==> config.mk <==
export PLATFORM = sky130hd
export DESIGN_NAME = envtap_gen
export DESIGN_NICKNAME = d
export VERILOG_FILES = /design/src/rtl/envtap_pkg.sv /design/src/rtl/envtap_power.sv /design/src/rtl/envtap_sqrt_stage.sv /design/src/rtl/envtap_cube.sv /design/src/rtl/envtap_tapline.sv /design/src/rtl/envtap_gen.sv
export SDC_FILE = /design/constraint.sdc
export NUM_CORES = 2
export LEC_CHECK = 0
export BUFFER_PORTS_ARGS = -buffer_cell sky130_fd_sc_hd__buf_4
export CORE_MARGIN = 3
export CORE_UTILIZATION = 67
export DETAILED_ROUTE_END_ITERATION = 8
export MAX_ROUTING_LAYER = met4
export PLACE_DENSITY = 0.95
export SLEW_MARGIN = 20
export SYNTH_ARGS = -nofsm -noshare
export SYNTH_HDL_FRONTEND = slang
export SYNTH_SLANG_ARGS = --single-unit
==> constraint.sdc <==
create_clock -name clk -period 13.25 [get_ports clk]
set_input_delay 0.6625 -clock clk [delete_from_list [all_inputs] [get_ports clk]]
set_output_delay 0.6625 -clock clk [all_outputs]
set_load 0.01 [all_outputs]
==> src/rtl/envtap_pkg.sv <==
// Package envtap_pkg
// Shared constants for the envelope feature tap generator: feature slot
// order inside one tap group. The slot order is part of the output contract.
package envtap_pkg;

    typedef enum int {
        FLD_I    = 0,
        FLD_Q    = 1,
        FLD_MAG  = 2,
        FLD_POW  = 3,
        FLD_CUBE = 4
    } feat_field_e;

    localparam int NFIELD = 5;

endpackage

==> src/rtl/envtap_power.sv <==
// Module envtap_power
// Registers an accepted I/Q sample together with its exact power I^2+Q^2.
// Assumes signed two's-complement inputs; the power fits in 2*DW unsigned bits.
module envtap_power #(
    parameter int DW = 16
) (
    input  logic                 clk,
    input  logic                 rst_n,
    input  logic                 v_i,
    input  logic signed [DW-1:0] i_i,
    input  logic signed [DW-1:0] q_i,
    output logic                 v_o,
    output logic [2*DW-1:0]      p_o,
    output logic [2*DW-1:0]      iq_o
);

    logic signed [2*DW-1:0] sq_i;
    logic signed [2*DW-1:0] sq_q;

    // Exact signed squares of each component.
    always_comb begin
        sq_i = i_i * i_i;
        sq_q = q_i * q_i;
    end

    // Capture stage: sample, raw words and power.
    always_ff @(posedge clk) begin
        if (!rst_n) begin
            v_o  <= 1'b0;
            p_o  <= '0;
            iq_o <= '0;
        end else begin
            v_o <= v_i;
            if (v_i) begin
                p_o  <= $unsigned(sq_i) + $unsigned(sq_q);
                iq_o <= {q_i, i_i};
            end
        end
    end

endmodule

==> src/rtl/envtap_sqrt_stage.sv <==
// Module envtap_sqrt_stage
// One bit of a pipelined integer square root. It decides result bit BIT by
// testing whether (root + 2^BIT)^2 still fits under the radicand. It keeps a
// running root^2 so that no multiplier is needed. The radicand and the raw
// I/Q word travel along unchanged.
module envtap_sqrt_stage #(
    parameter int DW  = 16,
    parameter int BIT = 0
) (
    input  logic            clk,
    input  logic            rst_n,
    input  logic            v_i,
    input  logic [2*DW-1:0] p_i,
    input  logic [DW-1:0]   root_i,
    input  logic [2*DW-1:0] sq_i,
    input  logic [2*DW-1:0] iq_i,
    output logic            v_o,
    output logic [2*DW-1:0] p_o,
    output logic [DW-1:0]   root_o,
    output logic [2*DW-1:0] sq_o,
    output logic [2*DW-1:0] iq_o
);

    localparam int W2 = 2 * DW + 2;

    logic [W2-1:0] trial;
    logic          take;

    // Square of the candidate root: root^2 + 2*root*2^BIT + 2^(2*BIT).
    always_comb begin
        trial = W2'(sq_i) + (W2'(root_i) << (BIT + 1)) + (W2'(1) << (2 * BIT));
        take  = (trial <= W2'(p_i));
    end

    // Pipeline register for this bit decision.
    always_ff @(posedge clk) begin
        if (!rst_n) begin
            v_o    <= 1'b0;
            p_o    <= '0;
            root_o <= '0;
            sq_o   <= '0;
            iq_o   <= '0;
        end else begin
            v_o    <= v_i;
            p_o    <= p_i;
            iq_o   <= iq_i;
            root_o <= take ? (root_i | (DW'(1) << BIT)) : root_i;
            sq_o   <= take ? trial[2*DW-1:0] : sq_i;
        end
    end

endmodule

==> src/rtl/envtap_cube.sv <==
// Module envtap_cube
// Scales the power and the cube back to Q1.(DW-1) and saturates both to
// DW unsigned bits. Assumes the magnitude input is floor(sqrt(power)).
module envtap_cube #(
    parameter int DW = 16
) (
    input  logic            clk,
    input  logic            rst_n,
    input  logic            v_i,
    input  logic [2*DW-1:0] p_i,
    input  logic [DW-1:0]   mag_i,
    input  logic [2*DW-1:0] iq_i,
    output logic            v_o,
    output logic [2*DW-1:0] iq_o,
    output logic [DW-1:0]   mag_o,
    output logic [DW-1:0]   pow_o,
    output logic [DW-1:0]   cube_o
);

    localparam int FRAC = DW - 1;
    localparam logic [2*DW-1:0] POW_MAX  = {{DW{1'b0}}, {DW{1'b1}}};
    localparam logic [3*DW-1:0] CUBE_MAX = {{2*DW{1'b0}}, {DW{1'b1}}};
    localparam logic [DW-1:0]   ONE      = DW'(1) << FRAC;

    logic [2*DW-1:0] pow_full;
    logic [3*DW-1:0] prod;
    logic [3*DW-1:0] cube_full;

    // Rescale power and magnitude*power to the output fraction width.
    always_comb begin
        pow_full  = p_i >> FRAC;
        prod      = (3*DW)'(mag_i) * (3*DW)'(p_i);
        cube_full = prod >> (2 * FRAC);
    end

    // Output register with saturation of both envelope powers.
    always_ff @(posedge clk) begin
        if (!rst_n) begin
            v_o    <= 1'b0;
            iq_o   <= '0;
            mag_o  <= '0;
            pow_o  <= '0;
            cube_o <= '0;
        end else begin
            v_o    <= v_i;
            iq_o   <= iq_i;
            mag_o  <= mag_i;
            pow_o  <= (pow_full > POW_MAX) ? {DW{1'b1}} : pow_full[DW-1:0];
            cube_o <= (cube_full > CUBE_MAX) ? {DW{1'b1}} : cube_full[DW-1:0];
        end
    end

    // a magnitude of at least 1.0 implies a power of at least 1.0.
    a_r2_pow_unit: assert property (@(posedge clk) disable iff (!rst_n)
        (v_o && mag_o >= ONE) |-> (pow_o >= ONE));

    // for a magnitude of at least 1.0, the cube is never below the power.
    a_r4_cube_ge_pow: assert property (@(posedge clk) disable iff (!rst_n)
        (v_o && mag_o >= ONE) |-> (cube_o >= pow_o));

endmodule

==> src/rtl/envtap_tapline.sv <==
// Module envtap_tapline
// Holds MEM+1 groups of five features and shifts on each valid input. It
// raises a one-cycle valid once the line has been filled since reset.
module envtap_tapline
    import envtap_pkg::*;
#(
    parameter int DW  = 16,
    parameter int MEM = 2
) (
    input  logic                         clk,
    input  logic                         rst_n,
    input  logic                         v_i,
    input  logic [2*DW-1:0]              iq_i,
    input  logic [DW-1:0]                mag_i,
    input  logic [DW-1:0]                pow_i,
    input  logic [DW-1:0]                cube_i,
    output logic                         out_valid,
    output logic [NFIELD*(MEM+1)*DW-1:0] out_feat
);

    localparam int GW = NFIELD * DW;
    localparam int CW = $clog2(MEM + 2);

    logic [GW-1:0] tap [0:MEM];
    logic [GW-1:0] grp;
    logic [CW-1:0] fill;

    // Pack one group in field order I, Q, magnitude, power, cube.
    always_comb begin
        grp = '0;
        grp[FLD_I*DW    +: DW] = iq_i[DW-1:0];
        grp[FLD_Q*DW    +: DW] = iq_i[2*DW-1:DW];
        grp[FLD_MAG*DW  +: DW] = mag_i;
        grp[FLD_POW*DW  +: DW] = pow_i;
        grp[FLD_CUBE*DW +: DW] = cube_i;
    end

    // Newest tap loads the fresh group on a valid input.
    always_ff @(posedge clk) begin
        if (!rst_n)   tap[0] <= '0;
        else if (v_i) tap[0] <= grp;
    end

    genvar d;
    generate
        for (d = 1; d <= MEM; d++) begin : g_shift
            // Older taps move one place on each valid input.
            always_ff @(posedge clk) begin
                if (!rst_n)   tap[d] <= '0;
                else if (v_i) tap[d] <= tap[d-1];
            end
        end
        for (d = 0; d <= MEM; d++) begin : g_out
            assign out_feat[d*GW +: GW] = tap[d];
        end
    endgenerate

    // Fill count and output strobe once MEM+1 samples are present.
    always_ff @(posedge clk) begin
        if (!rst_n) begin
            fill      <= '0;
            out_valid <= 1'b0;
        end else begin
            out_valid <= v_i && (fill == CW'(MEM));
            if (v_i && fill != CW'(MEM)) fill <= fill + 1'b1;
        end
    end

    // without a valid input the whole vector is held.
    a_r6_hold: assert property (@(posedge clk) disable iff (!rst_n)
        !v_i |=> $stable(out_feat));

    // a strobe always follows an input that shifted the line.
    a_r7_strobe_on_shift: assert property (@(posedge clk) disable iff (!rst_n)
        out_valid |-> $past(v_i));

    // reset leaves a cleared, not-valid vector.
    a_r8_reset_clears: assert property (@(posedge clk)
        !rst_n |=> (!out_valid && out_feat == '0));

endmodule

==> src/rtl/envtap_gen.sv <==
// Module envtap_gen
// Top of the envelope feature tap generator. The stages are the power
// capture, DW square-root bit stages, the cube/saturation stage and the tap
// line. The latency from the accepting edge to the tap line is DW+2 edges.
// Assumes Q1.(DW-1) signed inputs.
module envtap_gen
    import envtap_pkg::*;
#(
    parameter int DW  = 16,
    parameter int MEM = 2
) (
    input  logic                         clk,
    input  logic                         rst_n,
    input  logic                         in_valid,
    input  logic signed [DW-1:0]         in_i,
    input  logic signed [DW-1:0]         in_q,
    output logic                         out_valid,
    output logic [NFIELD*(MEM+1)*DW-1:0] out_feat
);

    localparam int W2 = 2 * DW + 2;

    logic            ch_v    [0:DW];
    logic [2*DW-1:0] ch_p    [0:DW];
    logic [DW-1:0]   ch_root [0:DW];
    logic [2*DW-1:0] ch_sq   [0:DW];
    logic [2*DW-1:0] ch_iq   [0:DW];

    logic            cb_v;
    logic [2*DW-1:0] cb_iq;
    logic [DW-1:0]   cb_mag;
    logic [DW-1:0]   cb_pow;
    logic [DW-1:0]   cb_cube;

    envtap_power #(.DW(DW)) u_power (
        .clk  (clk),
        .rst_n(rst_n),
        .v_i  (in_valid),
        .i_i  (in_i),
        .q_i  (in_q),
        .v_o  (ch_v[0]),
        .p_o  (ch_p[0]),
        .iq_o (ch_iq[0])
    );

    assign ch_root[0] = '0;
    assign ch_sq[0]   = '0;

    genvar j;
    generate
        for (j = 0; j < DW; j++) begin : g_sqrt
            envtap_sqrt_stage #(.DW(DW), .BIT(DW - 1 - j)) u_stage (
                .clk   (clk),
                .rst_n (rst_n),
                .v_i   (ch_v[j]),
                .p_i   (ch_p[j]),
                .root_i(ch_root[j]),
                .sq_i  (ch_sq[j]),
                .iq_i  (ch_iq[j]),
                .v_o   (ch_v[j+1]),
                .p_o   (ch_p[j+1]),
                .root_o(ch_root[j+1]),
                .sq_o  (ch_sq[j+1]),
                .iq_o  (ch_iq[j+1])
            );
        end
    endgenerate

    envtap_cube #(.DW(DW)) u_cube (
        .clk   (clk),
        .rst_n (rst_n),
        .v_i   (ch_v[DW]),
        .p_i   (ch_p[DW]),
        .mag_i (ch_root[DW]),
        .iq_i  (ch_iq[DW]),
        .v_o   (cb_v),
        .iq_o  (cb_iq),
        .mag_o (cb_mag),
        .pow_o (cb_pow),
        .cube_o(cb_cube)
    );

    envtap_tapline #(.DW(DW), .MEM(MEM)) u_tapline (
        .clk      (clk),
        .rst_n    (rst_n),
        .v_i      (cb_v),
        .iq_i     (cb_iq),
        .mag_i    (cb_mag),
        .pow_i    (cb_pow),
        .cube_i   (cb_cube),
        .out_valid(out_valid),
        .out_feat (out_feat)
    );

    // the finished root is the floor of the square root of the power.
    a_r3_root_floor: assert property (@(posedge clk) disable iff (!rst_n)
        ch_v[DW] |->
            ((W2'(ch_root[DW]) * W2'(ch_root[DW]) <= W2'(ch_p[DW])) &&
             ((W2'(ch_root[DW]) + 1) * (W2'(ch_root[DW]) + 1) > W2'(ch_p[DW]))));

endmodule

==> flow_summary_export.csv <==
group,metric,value,unit
cts,clock-root-buffer,"clkbuf_16",
synthesis,syn_avg_cell_area,10.23,µm²
setup_path,crit_path_end,"u_cube.cube_o[10]",
timing,clock_skew,60.95,ps
synthesis,synth_top_area_cell,"dfxtp_1",
setup_path,crit_start,"g_sqrt[15].u_stage.root_o[9]",
status,status,"finished clean",
synthesis,ys_types,92,
cts,post_cts_resized,0,
cts,cts_setup_buffers,0,
cells_and_area,seq_area,37960,µm²
global_routing,grt_pass1_vias,72420,
synthesis,synth_top_area_frac,0.3167,
setup_path,slowest_delay,980,ps
cells_and_area,syn_to_final_growth,9.371,%
place,place_congestion,0.9596,
setup_path,ff2ff_setup_slack,4820,ps
synthesis,synth.cell_area,97080,µm²
synthesis,yosysWarnings,0,
global_routing,grt_start_max_net_pins,209,
detailed_routing,drcViolationCount,0,
setup_path,required,13900,ps
setup_path,cp.arrival,9080,ps
setup_path,cp_common_cell,"fa_1",
setup_path,cpMaxStageDelayCell,"dfxtp_2",
synthesis,ys_top_cells_by_area,"dfxtp_1, fa_1, and2_1",
timing,fin_crit,8432,ps
cells_and_area,num-fill-cells,8494,
cts,cts_hold_buf,0,
detailed_routing,drt_first_pass_iters,8,
die,die_h,386.7,µm
job,maxCapViolations,0,
timing,fin_crit_sh,0.6364,
setup_path,crit_path_start_kind,"register",
timing,worstMarginPinSlew,1147,ps
setup_path,critPathMaxFanout,33,
place,portBuffers,275,
global_routing,grt_usage,0.3271,
detailed_routing,wl_met1,83450,µm
timing,max_freq,0.1186,GHz
detailed_routing,dr_wl_met3,17890,µm
cts,worst_skew_pair.late_latency,820,ps
die,core_area,143800,µm²
synthesis,async_reset_ff_frac,0,
global_routing,globalRouteOverflowTotal,0,
cts,cts_made_buffers,167,
synthesis,ys.flop_type,"dfxtp_1",
die,initial_core_util,0.6750,
detailed_routing,routed_wl,235800,µm
synthesis,synth_edf_count,240,
die,rows,139,
detailed_routing,vias,66690,
setup_path,critPathCaptureType,"register",
detailed_routing,wl_per_cell,20.30,µm
setup_path,r2r-start,"g_sqrt[15].u_stage.root_o[9]",
synthesis,ys_ff_latch,1776,
timing,fin_setup_tns,0,ps
timing,setup_viol,0,
cells_and_area,multiInputGateArea,52640,µm²
cells_and_area,fin_nets,11150,
detailed_routing,dr_wl_met2,118700,µm
setup_path,r2r-end,"u_cube.cube_o[10]",
cells_and_area,drive_above_1_share,0.06374,
detailed_routing,top_layer,"met4",
die,boundaryPins,276,
global_routing,antenna_found_initial,1,
detailed_routing,avgViaCountPerCell,5.740,
cts,cts.sink_count,1776,
setup_path,critical_path.cell_chain,"nand2_1 -> fa_1 -> inv_1 -> fa_1 -> fa_1 -> fa_1 -> fa_1 -> inv_1 -> fa_1 -> inv_1 -> ha_1 -> nand4_1 -> a2111oi_2 -> o211ai_1 -> a41oi_2 -> o31ai_2 -> o21ai_4 -> or3b_1 -> nand3_1 -> or3b_1 -> o21a_1",
timing,drv_slew,0,
setup_path,reg2reg_depth,21,
cts,clk_path_buf_depth,3,
global_routing,grt_pass1_wl,379600,µm
cts,h-tree-depth,4,
synthesis,ys_seq_area_frac,0.3910,
cts,cts_tree,"done",
synthesis,synthesis.nets,11060,
timing,maxSlewHeadroom,0.2347,
synthesis,synthCells,9494,
timing,hold_viol,0,
place,dp_hpwl,165500,µm
cts,cts.reportedPaths.clkPinSlew,70,ps
die,die-area,149500,µm²
worst_hold_path,hold_class,"in -> reg",
detailed_routing,drt-initial-drc-count,5363,
timing,rsz0062_at_grt,"false",
setup_path,criticalPathCategory,"reg -> reg",
die,die_x,386.7,µm
detailed_routing,ant_nets,0,
[sequential cells by signal (all words and copies together) (netlist names)]
name and flops:
g_sqrt.u_stage.iq_o 512, g_sqrt.u_stage.p_o 512, g_sqrt.u_stage.root_o 136, g_sqrt.u_stage.sq_o 211
g_sqrt.u_stage.v_o 16, u_cube.cube_o 16, u_cube.iq_o 32, u_cube.mag_o 16
u_cube.pow_o 16, u_cube.v_o 1, u_power.iq_o 32, u_power.p_o 32
u_power.v_o 1, u_tapline.fill 2, u_tapline.out_valid 1, u_tapline.tap 240
[synth_stat cells, types with 62 or more instances]
library cell     n
a21o_1         127
a21oi_1        201
and2_1        1333
and3_1         284
clkbuf_1       370
dfxtp_1       1536
edfxtp_1       240
fa_1           939
ha_1           591
inv_1         1336
mux2i_1        137
nand2_1        580
nand3_1         98
nand4_1         77
nor2_1         616
nor2b_1         62
o21ai_0         99
xnor2_1        195
xor2_1         135
[cell type report]
type / instances / area share
multi-input cells: 5990 / 0.4958
flip-flops and latches: 1776 / 0.3576
inverters: 1338 / 0.04737
clock buffers: 239 / 0.04586
well taps: 1903 / 0.02243
repair buffers: 308 / 0.02219
clock inverters: 61 / 0.008708
diodes: 3 / 0.00007070
[critical path: cells and delay by family, from the launching register on]
kind                     cells  cell delay [ps]
flip-flops                   1              980
AND/OR/NAND/NOR              5             1680
buffers and inverters        3              160
AO/OA/AOI/OAI                6             1720
adder cells (fa/ha/maj)      7             3700
[metal layers]
metal / global-route usage / vias to the layer above
met5: - / -
met3: 0.06268 / 1120
li1: - / 29970
met2: 0.5631 / 3273
met4: 0.1889 / 0
met1: 0.3538 / 32330
[through the flow]
stage / std cells / setup WS (ps) / hold WS, ps / util / area, µm²
3_3_place_gp: 11320 / 4655 / 413.0 / 0.6977 / 100400
3_5_place_dp: 11320 / 4656 / 416.9 / 0.6978 / 100400
4_1_cts: 11620 / 5182 / 212.9 / 0.7381 / 106200
5_1_grt: 11620 / 4527 / 276.6 / 0.7382 / 106200
6_report: 11620 / 4818 / 270.6 / 0.7382 / 106200
2_1_floorplan: 9494 / 5496 / 411.9 / - / 97080
[logic make-up (layout without fill, tap and decap cells)]
| kind of cell | Yosys count | after routing | share of synthesized area |
|---|---|---|---|
| buffers and inverters | 1728 | 1946 | 0.06711 |
| other | 1 | 4 | 0.00003863 |
| AOI/OAI and AO/OA | 687 | 687 | 0.04648 |
| and+or+nand+nor | 3304 | 3304 | 0.1816 |
| xor gates and xnor gates | 330 | 330 | 0.02977 |
| muxes | 138 | 138 | 0.01424 |
| DFF | 1776 | 1776 | 0.3910 |
| adders and majority gates | 1530 | 1530 | 0.2698 |
[layout by cell type (no fill, tap or decap), drive strengths merged, types with 22 or more instances in the layout]
cell,synthesis,final
o21ai,113,113
o21bai,28,28
nand2b,55,55
dfxtp,1536,1536
clkinv,2,29
nand2,580,580
nor3,52,52
nand3,98,98
nand4,77,77
fa,939,939
a21o,127,127
a31oi,30,30
clkbuf,370,239
o21a,55,55
xnor2,195,195
inv,1336,1344
and3,284,284
and2,1334,1334
nor4,46,46
a211oi,22,22
nor2b,62,62
nor2,618,618
buf,20,308
ha,591,591
xor2,135,135
a21oi,202,202
edfxtp,240,240
mux2i,137,137
[worst min-delay path by stage]
stage / startpoint / endpoint / slack (ps) / cells after the start
3_5_place_dp: g_sqrt[9].u_stage.iq_o[10] / g_sqrt[10].u_stage.iq_o[10] / 420 / 1
5_1_grt: in_i[5] / u_power.iq_o[5] / 280 / 3
6_report: in_i[7] / u_power.iq_o[7] / 270 / 3
3_3_place_gp: g_sqrt[15].u_stage.v_o / u_cube.v_o / 410 / 1
4_1_cts: in_i[5] / u_power.iq_o[5] / 210 / 3
2_1_floorplan: u_power.v_o / g_sqrt[0].u_stage.v_o / 410 / 1
Power is left out: the tool's default activity adds up to more than one toggle a clock period on the data nets, which glitch-free logic cannot reach.
